File: src/rtl/exc_pkg.sv
package exc_pkg;
    localparam int NUM_EV = 18;
    localparam int L1_N   = 5;
    localparam int CODE_W = 12;
    localparam int ORD_W  = 4;
    localparam int IDX_W  = $clog2(NUM_EV);
    localparam int KEY_W  = 1 + ORD_W + IDX_W;

    typedef enum logic [IDX_W-1:0] {
        EV_POR, EV_MRST, EV_DRST, EV_ITLB_MH, EV_DTLB_MH,
        EV_UBRK, EV_IADE, EV_ITLB_MISS, EV_ITLB_PROT,
        EV_GILL, EV_SILL, EV_GFPU, EV_SFPU,
        EV_DADE, EV_DTLB_MISS, EV_DTLB_PROT, EV_FPU, EV_IPW
    } ev_e;

    function automatic logic [ORD_W-1:0] ev_order(ev_e e);
        case (e)
            EV_POR, EV_DRST:                 return 4'd1;
            EV_MRST:                         return 4'd2;
            EV_ITLB_MH:                      return 4'd3;
            EV_DTLB_MH:                      return 4'd4;
            EV_UBRK:                         return 4'd0;
            EV_IADE:                         return 4'd1;
            EV_ITLB_MISS:                    return 4'd2;
            EV_ITLB_PROT:                    return 4'd3;
            EV_GILL, EV_SILL, EV_GFPU, EV_SFPU: return 4'd4;
            EV_DADE:                         return 4'd5;
            EV_DTLB_MISS:                    return 4'd6;
            EV_DTLB_PROT:                    return 4'd7;
            EV_FPU:                          return 4'd8;
            default:                         return 4'd9;
        endcase
    endfunction

    // lower key wins: class bit, then order, then index
    function automatic logic [KEY_W-1:0] ev_key(ev_e e);
        return {(int'(e) >= L1_N), ev_order(e), e};
    endfunction
endpackage

File: src/rtl/exc_pick.sv
module exc_pick
    import exc_pkg::*;
(
    input  logic [NUM_EV-1:0] req,
    output logic              hit,
    output ev_e               win
);
    logic [KEY_W-1:0] best;

    always_comb begin
        hit  = 1'b0;
        win  = EV_POR;
        best = '1;
        for (int i = 0; i < NUM_EV; i++) begin
            if (req[i] && (!hit || ev_key(ev_e'(IDX_W'(i))) < best)) begin
                hit  = 1'b1;
                win  = ev_e'(IDX_W'(i));
                best = ev_key(ev_e'(IDX_W'(i)));
            end
        end
    end
endmodule

File: src/rtl/exc_vector.sv
module exc_vector
    import exc_pkg::*;
#(
    parameter int                ADDR_W   = 32,
    parameter logic [ADDR_W-1:0] RST_VEC  = 32'hA000_0000,
    parameter logic [ADDR_W-1:0] GEN_OFS  = 'h100,
    parameter logic [ADDR_W-1:0] MISS_OFS = 'h400
) (
    input  ev_e               win,
    input  logic              wr,
    input  logic [ADDR_W-1:0] vbase,
    input  logic [ADDR_W-1:0] dbase,
    input  logic              route,
    output logic [CODE_W-1:0] code,
    output logic [ADDR_W-1:0] vaddr,
    output logic              abort
);
    always_comb begin
        case (win)
            EV_POR, EV_DRST:        code = 12'h000;
            EV_MRST:                code = 12'h020;
            EV_ITLB_MH, EV_DTLB_MH: code = 12'h140;
            EV_UBRK:                code = 12'h1E0;
            EV_IADE:                code = 12'h0E0;
            EV_ITLB_MISS:           code = 12'h040;
            EV_ITLB_PROT:           code = 12'h0A0;
            EV_GILL:                code = 12'h180;
            EV_SILL:                code = 12'h1A0;
            EV_GFPU:                code = 12'h800;
            EV_SFPU:                code = 12'h820;
            EV_DADE:                code = wr ? 12'h100 : 12'h0E0;
            EV_DTLB_MISS:           code = wr ? 12'h060 : 12'h040;
            EV_DTLB_PROT:           code = wr ? 12'h0C0 : 12'h0A0;
            EV_FPU:                 code = 12'h120;
            default:                code = 12'h080;
        endcase
    end

    always_comb begin
        abort = (int'(win) < L1_N);
        if (abort)
            vaddr = RST_VEC;
        else if (win == EV_UBRK && route)
            vaddr = dbase;
        else if (win == EV_ITLB_MISS || win == EV_DTLB_MISS)
            vaddr = vbase + MISS_OFS;
        else
            vaddr = vbase + GEN_OFS;
    end
endmodule

File: src/rtl/exc_resolve.sv
module exc_resolve
    import exc_pkg::*;
#(
    parameter int                ADDR_W   = 32,
    parameter logic [ADDR_W-1:0] RST_VEC  = 32'hA000_0000,
    parameter logic [ADDR_W-1:0] GEN_OFS  = 'h100,
    parameter logic [ADDR_W-1:0] MISS_OFS = 'h400
) (
    input  logic              clk,
    input  logic              rst_n,
    input  logic [NUM_EV-1:0] req_i,
    input  logic              wr_i,
    input  logic [ADDR_W-1:0] vbase_i,
    input  logic [ADDR_W-1:0] dbase_i,
    input  logic              dbg_route_i,
    output logic              valid_o,
    output logic              abort_o,
    output logic [CODE_W-1:0] code_o,
    output logic [ADDR_W-1:0] vaddr_o
);
    typedef struct packed {
        logic              valid;
        logic              abort;
        logic [CODE_W-1:0] code;
        logic [ADDR_W-1:0] vaddr;
    } out_t;

    out_t              st_d, st_q;
    logic              hit;
    ev_e               win;
    logic [CODE_W-1:0] code_c;
    logic [ADDR_W-1:0] vaddr_c;
    logic              abort_c;

    exc_pick u_pick (
        .req (req_i),
        .hit (hit),
        .win (win)
    );

    exc_vector #(
        .ADDR_W   (ADDR_W),
        .RST_VEC  (RST_VEC),
        .GEN_OFS  (GEN_OFS),
        .MISS_OFS (MISS_OFS)
    ) u_vec (
        .win   (win),
        .wr    (wr_i),
        .vbase (vbase_i),
        .dbase (dbase_i),
        .route (dbg_route_i),
        .code  (code_c),
        .vaddr (vaddr_c),
        .abort (abort_c)
    );

    always_comb begin
        st_d = '0;
        if (hit) begin
            st_d.valid = 1'b1;
            st_d.abort = abort_c;
            st_d.code  = code_c;
            st_d.vaddr = vaddr_c;
        end
    end

    always_ff @(posedge clk or negedge rst_n) begin
        if (!rst_n) st_q <= '0;
        else        st_q <= st_d;
    end

    assign valid_o = st_q.valid;
    assign abort_o = st_q.abort;
    assign code_o  = st_q.code;
    assign vaddr_o = st_q.vaddr;
endmodule

File: config.mk
export PLATFORM = sky130hd
export DESIGN_NAME = exc_resolve
export DESIGN_NICKNAME = d
export VERILOG_FILES = /design/src/rtl/exc_pkg.sv /design/src/rtl/exc_pick.sv /design/src/rtl/exc_vector.sv /design/src/rtl/exc_resolve.sv
export SDC_FILE = /design/constraint.sdc
export NUM_CORES = 1
export LEC_CHECK = 0
export BUFFER_PORTS_ARGS = -buffer_cell sky130_fd_sc_hd__buf_2
export CAP_MARGIN = 20
export CORE_UTILIZATION = 41
export CTS_CLUSTER_DIAMETER = 120
export DETAILED_ROUTE_END_ITERATION = 8
export PLACE_DENSITY_LB_ADDON = 0.25
export SYNTH_ARGS = -nofsm -noshare
export SYNTH_HDL_FRONTEND = slang
export SYNTH_SLANG_ARGS = --single-unit
File: constraint.sdc
create_clock -name clk -period 0.8 [get_ports clk]
set_input_delay 0.2 -clock clk [delete_from_list [all_inputs] [get_ports clk]]
set_output_delay 0.2 -clock clk [all_outputs]
set_load 0.01 [all_outputs]
After elaboration in Yosys (flattened, before gate mapping) --
Index checks and enable logic that the tools add are counted.
Storage, ports and cells: input bits 86, register bits 46, output and inout port bits 46, logic and storage cells 156
Cells by class: $add $sub $neg 2, reductions and logical operators 56, equality and inequality tests 16, $lt $le $gt $ge 18, multiplexer cells 60
Operators by type and width (count):
- $pmux W12 S15 | 1
- $mux W10 | 17
- $lt A10 B10 Y1 const A | 13
- $mux W32 | 3
- $mux W46 | 1
- $eq A5 B4 Y1 const B | 8
- $add A32 B11 Y32 const B | 1
- $add A32 B9 Y32 const B | 1
- $mux W4 | 8
- $eq A5 B3 Y1 const B | 4
- $lt A7 B10 Y1 const A | 2
- $mux W1 | 19
- $logic_and A1 B1 Y1 | 18
- $logic_or A1 B1 Y1 | 18
- $logic_not A1 Y1 | 17
- $mux W3 | 4
- $eq A5 B2 Y1 const B | 2
- $lt A6 B10 Y1 const A | 1
- $lt A8 B10 Y1 const A | 1
- $mux W5 | 2
- $mux W9 | 1
- $mux W7 | 1
- $mux W6 | 1
- $eq A5 B1 Y1 const B | 1
- other kinds (5) | 7

Depth between registers and ports, before layout --
Gate-level depths: netlist of run 1.
depth after elaboration 75, depth in mapped cells 7

Hierarchy --
From an unflattened synthesis of run 1, not the netlist that was laid out.
Unflattened totals: cell total of the unflattened synthesis 348, area, all modules 3040.4 um^2
By module, submodules not included:
- exc_resolve | cells an instance 95, area an instance 1508.9 um^2, seq. area each 1151.1 um^2, times used 1
- exc_vector | cells an instance 217, area an instance 1312.5 um^2, seq. area each 0.0 um^2, times used 1
- exc_pick | cells an instance 36, area an instance 219.0 um^2, seq. area each 0.0 um^2, times used 1

Least setup slack after synthesis of run 1 --
No wires, ideal clock.
path kind in2reg, start point input req_i[8], end point register st_q (netlist bit code_o[7]), arrival 1896 ps, setup slack -1167 ps, cell stages on the path 6, data required time 729 ps, cell sequence or4_4 > nor3_4 > or4b_4 > o311ai_2 > mux2_4 > nand4_1
RTL lines:
- start: declaration | line exc_resolve.sv:11 | input logic [NUM_EV-1:0] req_i,
- end signal: assignment | line exc_resolve.sv:69 | else st_q <= st_d;
- end: declaration | line exc_resolve.sv:28 | out_t st_d, st_q;

==> run metrics, run 1 <==
final worst path period share=222.9%; layer with the highest usage=met2; pwr dens=~1100 nW/um^2; worst-path fanout max=5; Filler Cells Inserted=385; CTS root buf=clkbuf_8; WS Path Type=in -> reg; row cnt=27; Final nets=589; Congestion Overflow GR=0; Leakage=2.230 nW; TritonCTS clock tree=done; Synth Area per Inst=8.710 um^2; design area=4424 um^2; routed len/inst=between 15 and 20 um; Final WS setup=-0.9828 ns; Flop pwr share=41.4%; Worst-path clk slew=around 0.080 ns; Vias/cell=roughly 5; Mapped Cells=282; clock buffer count from CTS=5; routed wire length=8.657 mm; Arr. time, crit path=1.97 ns; first-pass GRT wire length=13.48 mm; worst hold start=dbase_i[5]; CP required=0.99 ns; Sw Pwr=1.332 mW; initial antenna violation count=0; Critical Path End Type=flop; clock share of power=35.1%; Max rail drop VDD=0.7617 mV; Final Hold Fails=0; port bufs=124; Synth-to-Final Area Change=80.13%; Post-synth ARST share=100.0%; Starting Density=43.54%; Hold Crit Class=in -> reg; routability cong.=around 0.89; HPWL Detailed=5.924 mm; Worst path slowest cell=or4b_4; largest net degree at the start of global routing=40; setup TNS=-40.56 ns; yosys warns=0; critical path launch point type=primary input; die span in x=79.40 um; clock sinks=39; number of inserted diodes=0; Period minus WS final=approximately 1.8 ns; DRT Pass-1 Iters=4; failing checks=negative setup slack; WP depth=9; Die ar.=6304 um^2; met1 usage=32.59%; core area=5642 um^2; layout cell share with drive strength beyond 1=between 50% and 60%; vias in the first global route=approximately 2900; remaining antenna violation count=0; Synth Cell Area=2456 um^2; DR iter-0 viols=92; IO Count=~130; Sw Share=between 20% and 30%; status=complete, but fails checks; slowest stage delay, CP=approximately 0.5 ns; cell area after placement=3837 um^2; Post-synth EDFFs=0; H-tree levels=2; Internal=3.499 mW; Final Max Tran Viols=0; CP top delay family=simple AND/OR/NAND/NOR gates; unrepaired setup endpoints after global routing=true; final cell count without fillers=574; ys flop type=dfrtp_1; CP Launch Point=req_i[2]; Max Clock Freq=roughly 0.56 GHz; pre-CTS setup slack=-1.322 ns; max_cap viols=0; Synth cell types=54; crit path cell chain=buf_8, nor4_4, buf_4, a22oi_2, or4b_4, buf_6, o31a_1, nor3_2, o21ai_1; met2 global-route usage=51.38%; GR Util All Layers=27.68%; die height=about 79 um; clock tree buffer depth=2; vias=approximately 2900; Inst Count DP=550; DRC violations left=0; Comb power frac=23.4%; Worst Hold Depth=3; WP buf/inv=3; overall power=approximately 4.8 mW; register area share after synthesis=39.74%; M3 GR Usage=between 3 and 4%; synthesized flop and latch total=39; final setup fails=78
kinds of logic (layout without fill, tap and decap cells):
family | Yosys count | count (layout) | synth area share [%]
simple gates | 124 | 124 | 27.71
buf+inv | 28 | 242 | 5.400
compound gates | 67 | 67 | 18.19
mux | 2 | 2 | 1.019
other cells | 1 | 7 | 0.1527
xor+xnor | 19 | 19 | 6.775
flops | 39 | 39 | 39.74
fa+ha+maj | 2 | 2 | 1.019
metal layers:
metal	wire (um)	up-vias
li1	-	1442
met1	3618	1361
met2	4419	118
met3	436	16
met4	183	0
met5	0	-
power by group through the flow:
stage	Combinational, mW	Sequential (mW)	Clock [mW]
6_report	1.13	2.00	1.70
3_5_place_dp	0.985	2.04	0
2_1_floorplan	0.309	2.06	0
3_3_place_gp	0.970	2.04	0
5_1_grt	1.22	2.00	1.75
4_1_cts	1.10	2.00	1.70
flip-flops by register name, indices dropped and copies added, names as in the netlist:
| name | count |
|---|---|
| code_o | 5 |
| valid_o | 1 |
| vaddr_o | 32 |
| abort_o | 1 |
tightest hold or removal path, stage by stage:
cell and delay [ns]:
buf_2 0.10, nand2_1 0.06, a21oi_2 0.05
through the flow:
stage	utilization [%]	hold slack, ns
2_1_floorplan	-	-0.09559
3_3_place_gp	68.02	0.1864
3_5_place_dp	68.02	0.1915
4_1_cts	77.45	0.1266
5_1_grt	78.42	0.1446
6_report	78.42	0.1373
what timing repair did:
action | in CTS | in global routing
endpoints found under the setup margin | 78 | 78
hold endpoints to repair | 39 | 0
gates resized for setup | 50 | 19
setup buffers | 15 | 2
pin swaps | 20 | 17
gates cloned | 4 | 0
hold buffers | 1 | 0
synthesized netlist by cell type, types with 5 or more instances:
cell type   n  area, um^2
nand3_1    15       75.07
and3_1      5       31.28
nand2_1    31       116.4
a211oi_1   17       127.6
a21oi_1    22       110.1
xnor2_1     6       52.55
xor2_1     13       113.9
nor2_1     29       108.9
nor3_1     12       60.06
o21ai_0     6       30.03
nand4_1     8       50.05
clkbuf_1   10       37.54
dfrtp_1    39       975.9
inv_1      10       37.54
buf_4       7       52.55
final timing paths:
path	to	slack, ns
max	vaddr_o[31]$_DFF_PN0_	-0.98
min	vaddr_o[5]$_DFF_PN0_	0.14
max in group asynchronous	vaddr_o[9]$_DFF_PN0_	0.20
min in group asynchronous	vaddr_o[11]$_DFF_PN0_	0.40
cells in the final DEF (no fill, tap or decap), types with 8 or more instances in the layout:
master    count
nor2_1       28
buf_4        85
a21oi_1       9
buf_2       118
buf_6        13
nand3_1      11
nand4_1       8
a211oi_2     15
a21oi_2      10
nand2_1      29
inv_1         9
dfrtp_1      39
xor2_1       13
cell type report:
type / instances / area [um^2] / share of cell area [%]
clock buffer: 5 / 68.82 / 1.555
clock inverter: 3 / 43.79 / 0.9898
inverter: 10 / 37.54 / 0.8484
multi-input combinational: 221 / 1678 / 37.92
sequential: 39 / 975.9 / 22.06
tap: 72 / 90.09 / 2.036
timing repair buffer: 224 / 1530 / 34.59
(Power assumes the default switching activity.)
==> run 2, diff against run 1 <==
--- a/config.mk
+++ b/config.mk
@@ -7,10 +7,12 @@
 export LEC_CHECK = 0
 export BUFFER_PORTS_ARGS = -buffer_cell sky130_fd_sc_hd__buf_2
 export CAP_MARGIN = 20
-export CORE_UTILIZATION = 41
+export CORE_MARGIN = 4
+export CORE_UTILIZATION = 44
 export CTS_CLUSTER_DIAMETER = 120
 export DETAILED_ROUTE_END_ITERATION = 8
 export PLACE_DENSITY_LB_ADDON = 0.25
 export SYNTH_ARGS = -nofsm -noshare
 export SYNTH_HDL_FRONTEND = slang
+export SYNTH_HIERARCHICAL = 1
 export SYNTH_SLANG_ARGS = --single-unit
==> run 2 against run 1 <==
The run still ends with negative setup slack left; critical path depth up 2; sequential share of layout area up 0.61 points; final cell count up 11%; design area up 15%; wire length up 19%; sequential power up 20%; worst setup slack worse by 0.88 ns; count of clock-buffer cells in the layout up 1; combinational power up 14%; hold slack better by 0.13 ns.
==> run metrics, run 2 <==
final worst path period share=333.2% (was 222.9%); Mapped Cells=348 (was 282); Leakage=2.421 nW (was 2.230 nW); Inst Count DP=608 (was 550); Synth cell types=51 (was 54); vias=3456 (was 2937); IO Count=132 (unchanged); Worst path slowest cell=or4_4 (was or4b_4); number of inserted diodes=0 (unchanged); routed wire length=10.34 mm (was 8.657 mm); H-tree levels=2 (unchanged); Hold Crit Class=in -> reg (unchanged); utilization after layout=75.17% (was 78.42%); core area=6756 um^2 (was 5642 um^2); layout cell share with drive strength beyond 1=61.07% (was 59.36%); HPWL Detailed=6.889 mm (was 5.924 mm); Max rail drop VDD=0.6225 mV (was 0.7617 mV); failing checks=negative setup slack (unchanged); Final Hold Fails=0 (unchanged); ys flop type=dfrtp_1 (unchanged); Yosys top cell area share=37.86% (was 39.74%); count leader, synth=dfrtp_1 (unchanged); crit path cell chain=buf_6, or4_4, or4_4, o41ai_4, buf_4, nand2_2, or4_4, buf_12, o21ai_1, a21oi_1, and2_2 (was buf_8, nor4_4, buf_4, a22oi_2, or4b_4, buf_6, o31a_1, nor3_2, o21ai_1); Critical Path End Type=flop (unchanged); DRT Pass-1 Iters=4 (unchanged); first-pass GRT wire length=15.44 mm (was 13.48 mm); die span in x=91.13 um (was 79.40 um); CP required=0.99 ns (about the same); Max Clock Freq=0.3752 GHz (was 0.5609 GHz); DR iter-0 viols=208 (was 92); Final Max Tran Viols=0 (unchanged); Synth Area per Inst=8.737 um^2 (was 8.710 um^2); Multi-input gate area=2107 um^2 (was 1678 um^2); unrepaired setup endpoints after global routing=true (unchanged); Die ar.=8304 um^2 (was 6304 um^2); top cells by area, synth=dfrtp_1 (38%), and2_2 (11%), a21oi_1 (6.1%) (was dfrtp_1 (40%), a211oi_1 (5.2%), nand2_1 (4.7%)); Synth Cell Area=3040 um^2 (was 2456 um^2); Post-synth ARST share=100.0% (unchanged); WS Path Type=in -> reg (unchanged); most frequent cells in the layout=buf_2 (119), buf_4 (71), dfrtp_1 (46) (was buf_2 (118), buf_4 (85), dfrtp_1 (39)); routability cong.=0.9788 (was 0.8858); Largest register FFs=32 (unchanged); DRC violations left=0 (unchanged); port bufs=131 (was 124); Synth top cells by count=dfrtp_1 (46), and2_2 (45), a21oi_1 (37) (was dfrtp_1 (39), nand2_1 (31), nor2_1 (29)); Post-synth EDFFs=0 (unchanged); synthesized flop and latch total=46 (was 39); initial antenna violation count=0 (unchanged); Synth area leader=dfrtp_1 (unchanged); final cell count without fillers=640 (was 574); CTS root buf=clkbuf_8 (unchanged); WP buf/inv=3 (unchanged); Final nets=647 (was 589); TritonCTS clock tree=done (unchanged); max_cap viols=0 (unchanged); slowest stage delay, CP=0.54 ns (was 0.50 ns); remaining antenna violation count=0 (unchanged); Arr. time, crit path=2.85 ns (was 1.97 ns); die height=91.13 um (was 79.40 um); GR Util All Layers=22.82% (was 27.68%); yosys warns=6 (was 0); clock tree buffer depth=2 (unchanged); clock buffer count from CTS=5 (unchanged); storage element area=1151 um^2 (was 975.9 um^2); critical path launch point type=primary input (unchanged); status=complete, but fails checks (unchanged); Most common cell on crit path=or4_4; worst-path fanout max=13 (was 5); final setup fails=85 (was 78); row cnt=30 (was 27); Filler Cells Inserted=474 (was 385); Synth-to-Final Area Change=67.04% (was 80.13%); Final WS setup=-1.866 ns (was -0.9828 ns); Starting Density=45.00% (was 43.54%); Period minus WS final=2.666 ns (was 1.783 ns); Congestion Overflow GR=0 (unchanged); largest net degree at the start of global routing=47 (was 40); Vias/cell=5.400 (was 5.117); Worst-path clk slew=0.08 ns (about the same); clock sinks=46 (was 39); vias in the first global route=3241 (was 2907); register area share after synthesis=37.86% (was 39.74%); commonest non-fill, non-tap cell in the layout=buf_2 (unchanged); routed len/inst=16.16 um (was 15.08 um); CP top delay family=simple AND/OR/NAND/NOR gates (unchanged); pwr dens=1052 nW/um^2 (was 1092 nW/um^2)
-- run 2: changes by cell type after synthesis, sizes merged, moves of 4 or more --
| cell | previous run | this run |
|---|---|---|
| a211oi | 18 | 2 |
| a21oi | 22 | 38 |
| and2 | 2 | 48 |
| buf | 8 | 12 |
| clkbuf | 10 | 15 |
| dfrtp | 39 | 46 |
| nand3 | 15 | 8 |
| nor2 | 29 | 16 |
| nor4 | 5 | 10 |
| o21ai | 9 | 27 |
| o41ai | 0 | 4 |
| xnor2 | 6 | 19 |
| xor2 | 13 | 7 |
-- run 2: metal layers --
metal,global-route usage [%],wire (um),vias up
li1,-,-,1629
met1,29.17,4249,1638
met2,39.98,5158,167
met3,3.231,720,22
met4,6.658,216,0
met5,0,0,-
-- run 2: worst min-delay path, delay by kind of cell --
family          cells  cell delay (ns)
buf+inv             1             0.09
simple gates        1             0.12
compound gates      1             0.11
-- run 2: final timing paths --
check / startpoint / end / slack (ns) / cells after the start
min in group asynchronous: rst_n / code_o[0]$_DFF_PN0_ / 0.40 / 3
max in group asynchronous: rst_n / vaddr_o[14]$_DFF_PN0_ / 0.18 / 3
hold / removal: dbase_i[10] / vaddr_o[10]$_DFF_PN0_ / 0.26 / 3
setup / recovery: req_i[10] / vaddr_o[23]$_DFF_PN0_ / -1.87 / 11
-- run 2: area by class of cell --
class                           instances  area share, %
Clock buffer                            6          1.429
Clock inverter                          2         0.7391
Inverter                                8         0.6406
Multi-Input combinational cell        276          41.49
Sequential cell                        46          22.67
Tap cell                               80          1.971
Timing Repair Buffer                  222          31.07
-- run 2: cell families (layout without fill, tap and decap cells) --
family / count (synthesis) / after routing / share of synthesized area, %
AOI/OAI and AO/OA: 82 / 82 / 15.84
xor gates and xnor gates: 26 / 26 / 7.737
adders and majority gates: 2 / 2 / 0.8229
buffers and inverters: 35 / 238 / 5.802
DFF: 46 / 46 / 37.86
muxes: 1 / 1 / 0.3292
other: 1 / 7 / 0.1233
and+or+nand+nor: 155 / 158 / 31.48
-- run 2: repair_timing --
item,in CTS,in global routing
buffers inserted,4,13
gates resized for setup,47,68
hold buffers,1,0
setup endpoints to repair,85,85
endpoints found under the hold margin,46,0
pin swaps,10,26
cloned,6,3
-- run 2: report_power, final --
group | internal [mW] | switching [mW] | leakage [nW]
registers | 2.37 | 0.0146 | 0.602
logic | 0.667 | 0.625 | 1.77
clock network | 0.931 | 0.733 | 0.0514
total | 3.97 | 1.37 | 2.42
-- run 2: metrics by stage --
| step | power (mW) | hold slack (ns) | TNS (ns) | setup WS [ns] | area [um^2] |
|---|---|---|---|---|---|
| detailed placement | 3.467 | 0.1958 | -80.62 | -2.201 | 4252 |
| global placement | 3.448 | 0.1929 | -79.17 | -2.170 | 4252 |
| floorplan | 2.825 | -0.09559 | -66.95 | -1.806 | 3112 |
| global route | 5.572 | 0.2645 | -79.50 | -1.922 | 5079 |
| CTS | 5.200 | 0.2450 | -73.19 | -1.748 | 4683 |
| finish | 5.343 | 0.2646 | -76.16 | -1.866 | 5079 |
==> run 3, diff against run 2 <==
--- a/config.mk
+++ b/config.mk
@@ -7,8 +7,9 @@
 export LEC_CHECK = 0
 export BUFFER_PORTS_ARGS = -buffer_cell sky130_fd_sc_hd__buf_2
 export CAP_MARGIN = 20
-export CORE_MARGIN = 4
+export CORE_MARGIN = 5
 export CORE_UTILIZATION = 44
+export CTS_BUF_LIST = sky130_fd_sc_hd__clkbuf_16
 export CTS_CLUSTER_DIAMETER = 120
 export DETAILED_ROUTE_END_ITERATION = 8
 export PLACE_DENSITY_LB_ADDON = 0.25
==> run 3 against run 2 <==
The run still ends with negative setup slack left; global-route usage decreased by 1.1 points; wire length decreased by 6.1%; final cell count rose by 0.31%; largest power group unchanged.
==> run metrics, run 3 (synthesis results as in run 2) <==
status=complete, but fails checks (unchanged); failing checks=negative setup slack (unchanged); Hold EP=vaddr_o[11]$_DFF_PN0_ (was vaddr_o[10]$_DFF_PN0_); Largest register FFs=32 (unchanged); Congestion Overflow GR=0 (unchanged); Die ar.=8672 um^2 (was 8304 um^2); Period minus WS final=2.553 ns (was 2.666 ns); critical path launch point type=primary input (unchanged); largest net degree at the start of global routing=47 (unchanged); remaining antenna violation count=0 (unchanged); final worst path period share=319.2% (was 333.2%); Final Max Tran Viols=0 (unchanged); CTS root buf=clkbuf_16 (was clkbuf_8); die span in x=93.13 um (was 91.13 um); Worst Hold Depth=3 (unchanged); WS Path Type=in -> reg (unchanged); IO Count=132 (unchanged); Final WS setup=-1.753 ns (was -1.866 ns); worst-path fanout max=8 (was 13); number of inserted diodes=0 (unchanged); final setup fails=85 (unchanged); worst hold slack=0.2695 ns (was 0.2646 ns); DRC violations left=0 (unchanged); commonest non-fill, non-tap cell in the layout=buf_2 (unchanged); most frequent cells in the layout=buf_2 (124), buf_4 (72), dfrtp_1 (46) (was buf_2 (119), buf_4 (71), dfrtp_1 (46)); DRT Pass-1 Iters=6 (was 4); GR Util All Layers=21.75% (was 22.82%); pwr dens=1117 nW/um^2 (was 1052 nW/um^2); Critical Path End Type=flop (unchanged); pre-CTS setup slack=-2.184 ns (was -2.201 ns); Hold Crit Class=in -> reg (unchanged); Max Clock Freq=0.3916 GHz (was 0.3752 GHz); die height=93.13 um (was 91.13 um); core area=6756 um^2 (unchanged); vias in the first global route=3262 (was 3241); Final Hold Fails=0 (unchanged); port bufs=131 (unchanged); Leakage=2.410 nW (was 2.421 nW); Max rail drop VDD=0.7279 mV (was 0.6225 mV); overall power=5.541 mW (was 5.343 mW); routed len/inst=15.12 um (was 16.16 um); unrepaired setup endpoints after global routing=true (unchanged); DR iter-0 viols=214 (was 208); routability cong.=0.9227 (was 0.9788); Vias/cell=5.171 (was 5.400); layout cell share with drive strength beyond 1=58.90% (was 61.07%); worst hold start=dbase_i[11] (was dbase_i[10]); routed wire length=9.709 mm (was 10.34 mm); Worst-path clk slew=0.06 ns (was 0.08 ns); Arr. time, crit path=2.72 ns (was 2.85 ns); initial antenna violation count=0 (unchanged); H-tree levels=2 (unchanged); HPWL Detailed=7.077 mm (was 6.889 mm); TritonCTS clock tree=done (unchanged); max_cap viols=0 (unchanged); Synth-to-Final Area Change=63.13% (was 67.04%); clock sinks=46 (unchanged); row cnt=30 (unchanged); clock buffer count from CTS=5 (unchanged); vias=3320 (was 3456); Starting Density=45.00% (unchanged); clock tree buffer depth=2 (unchanged); Final nets=649 (was 647); first-pass GRT wire length=15.13 mm (was 15.44 mm); Filler Cells Inserted=502 (was 474); CP required=0.96 ns (was 0.99 ns)
==> run 3: worst max-delay path, cell delays in order <==
cell	delay, ns
buf_6	0.09
or4_4	0.53
buf_4	0.15
nor3_4	0.14
nand4_1	0.18
nor2_2	0.17
and3b_2	0.25
a21oi_4	0.28
buf_4	0.18
nor3b_2	0.04
xnor2_1	0.20
a21oi_1	0.10
and2_2	0.19
==> run 3: per-layer routing <==
metal / track usage [%] / up-vias / wire, um
met5: 0 / - / 0
met4: 5.617 / 0 / 118
met3: 2.655 / 13 / 632
met2: 37.91 / 137 / 4898
met1: 28.59 / 1539 / 4060
li1: - / 1631 / -
==> run 3: stage by stage <==
stage	utilization [%]	std cells	setup TNS, ns	instance area [um^2]
6_report	73.41	642	-71.76	4960
5_1_grt	73.41	642	-75.74	4960
4_1_cts	70.37	639	-71.36	4755
3_5_place_dp	63.93	617	-80.44	4319
3_3_place_gp	63.93	617	-79.14	4319
2_1_floorplan	-	354	-66.95	3112
==> run 3: worst max-delay path by stage <==
stage / slack (ns) / end / cells past startpoint / start
2_1_floorplan: -1.81 / vaddr_o[20]$_DFF_PN0_ / 10 / req_i[10]
6_report: -1.75 / vaddr_o[17]$_DFF_PN0_ / 13 / req_i[10]
3_3_place_gp: -2.15 / vaddr_o[20]$_DFF_PN0_ / 11 / req_i[10]
3_5_place_dp: -2.18 / vaddr_o[20]$_DFF_PN0_ / 11 / req_i[10]
4_1_cts: -1.71 / vaddr_o[20]$_DFF_PN0_ / 11 / req_i[10]
5_1_grt: -1.85 / vaddr_o[17]$_DFF_PN0_ / 13 / req_i[10]
==> run 3: power breakdown <==
group	switching (mW)	leakage (nW)	internal (mW)
Clock	0.769	0.0724	1.13
Sequential	0.0124	0.602	2.38
Combinational	0.603	1.74	0.654
==> run 3: timing repair <==
item,CTS,global route
hold endpoints to repair,46,0
gates resized for setup,49,43
buffers inserted,9,5
hold buffers,1,0
pin swaps,27,20
setup endpoints to repair,85,85
cloned,5,0
==> run 3: cell type report <==
class,instances,area (um^2),area share (%)
Inverter,8,30.03,0.6054
Clock buffer,5,125.1,2.523
Clock inverter,3,12.51,0.2523
Tap cell,80,100.1,2.018
Timing Repair Buffer,224,1496,30.17
Multi-Input combinational cell,276,2044,41.22
Sequential cell,46,1151,23.21
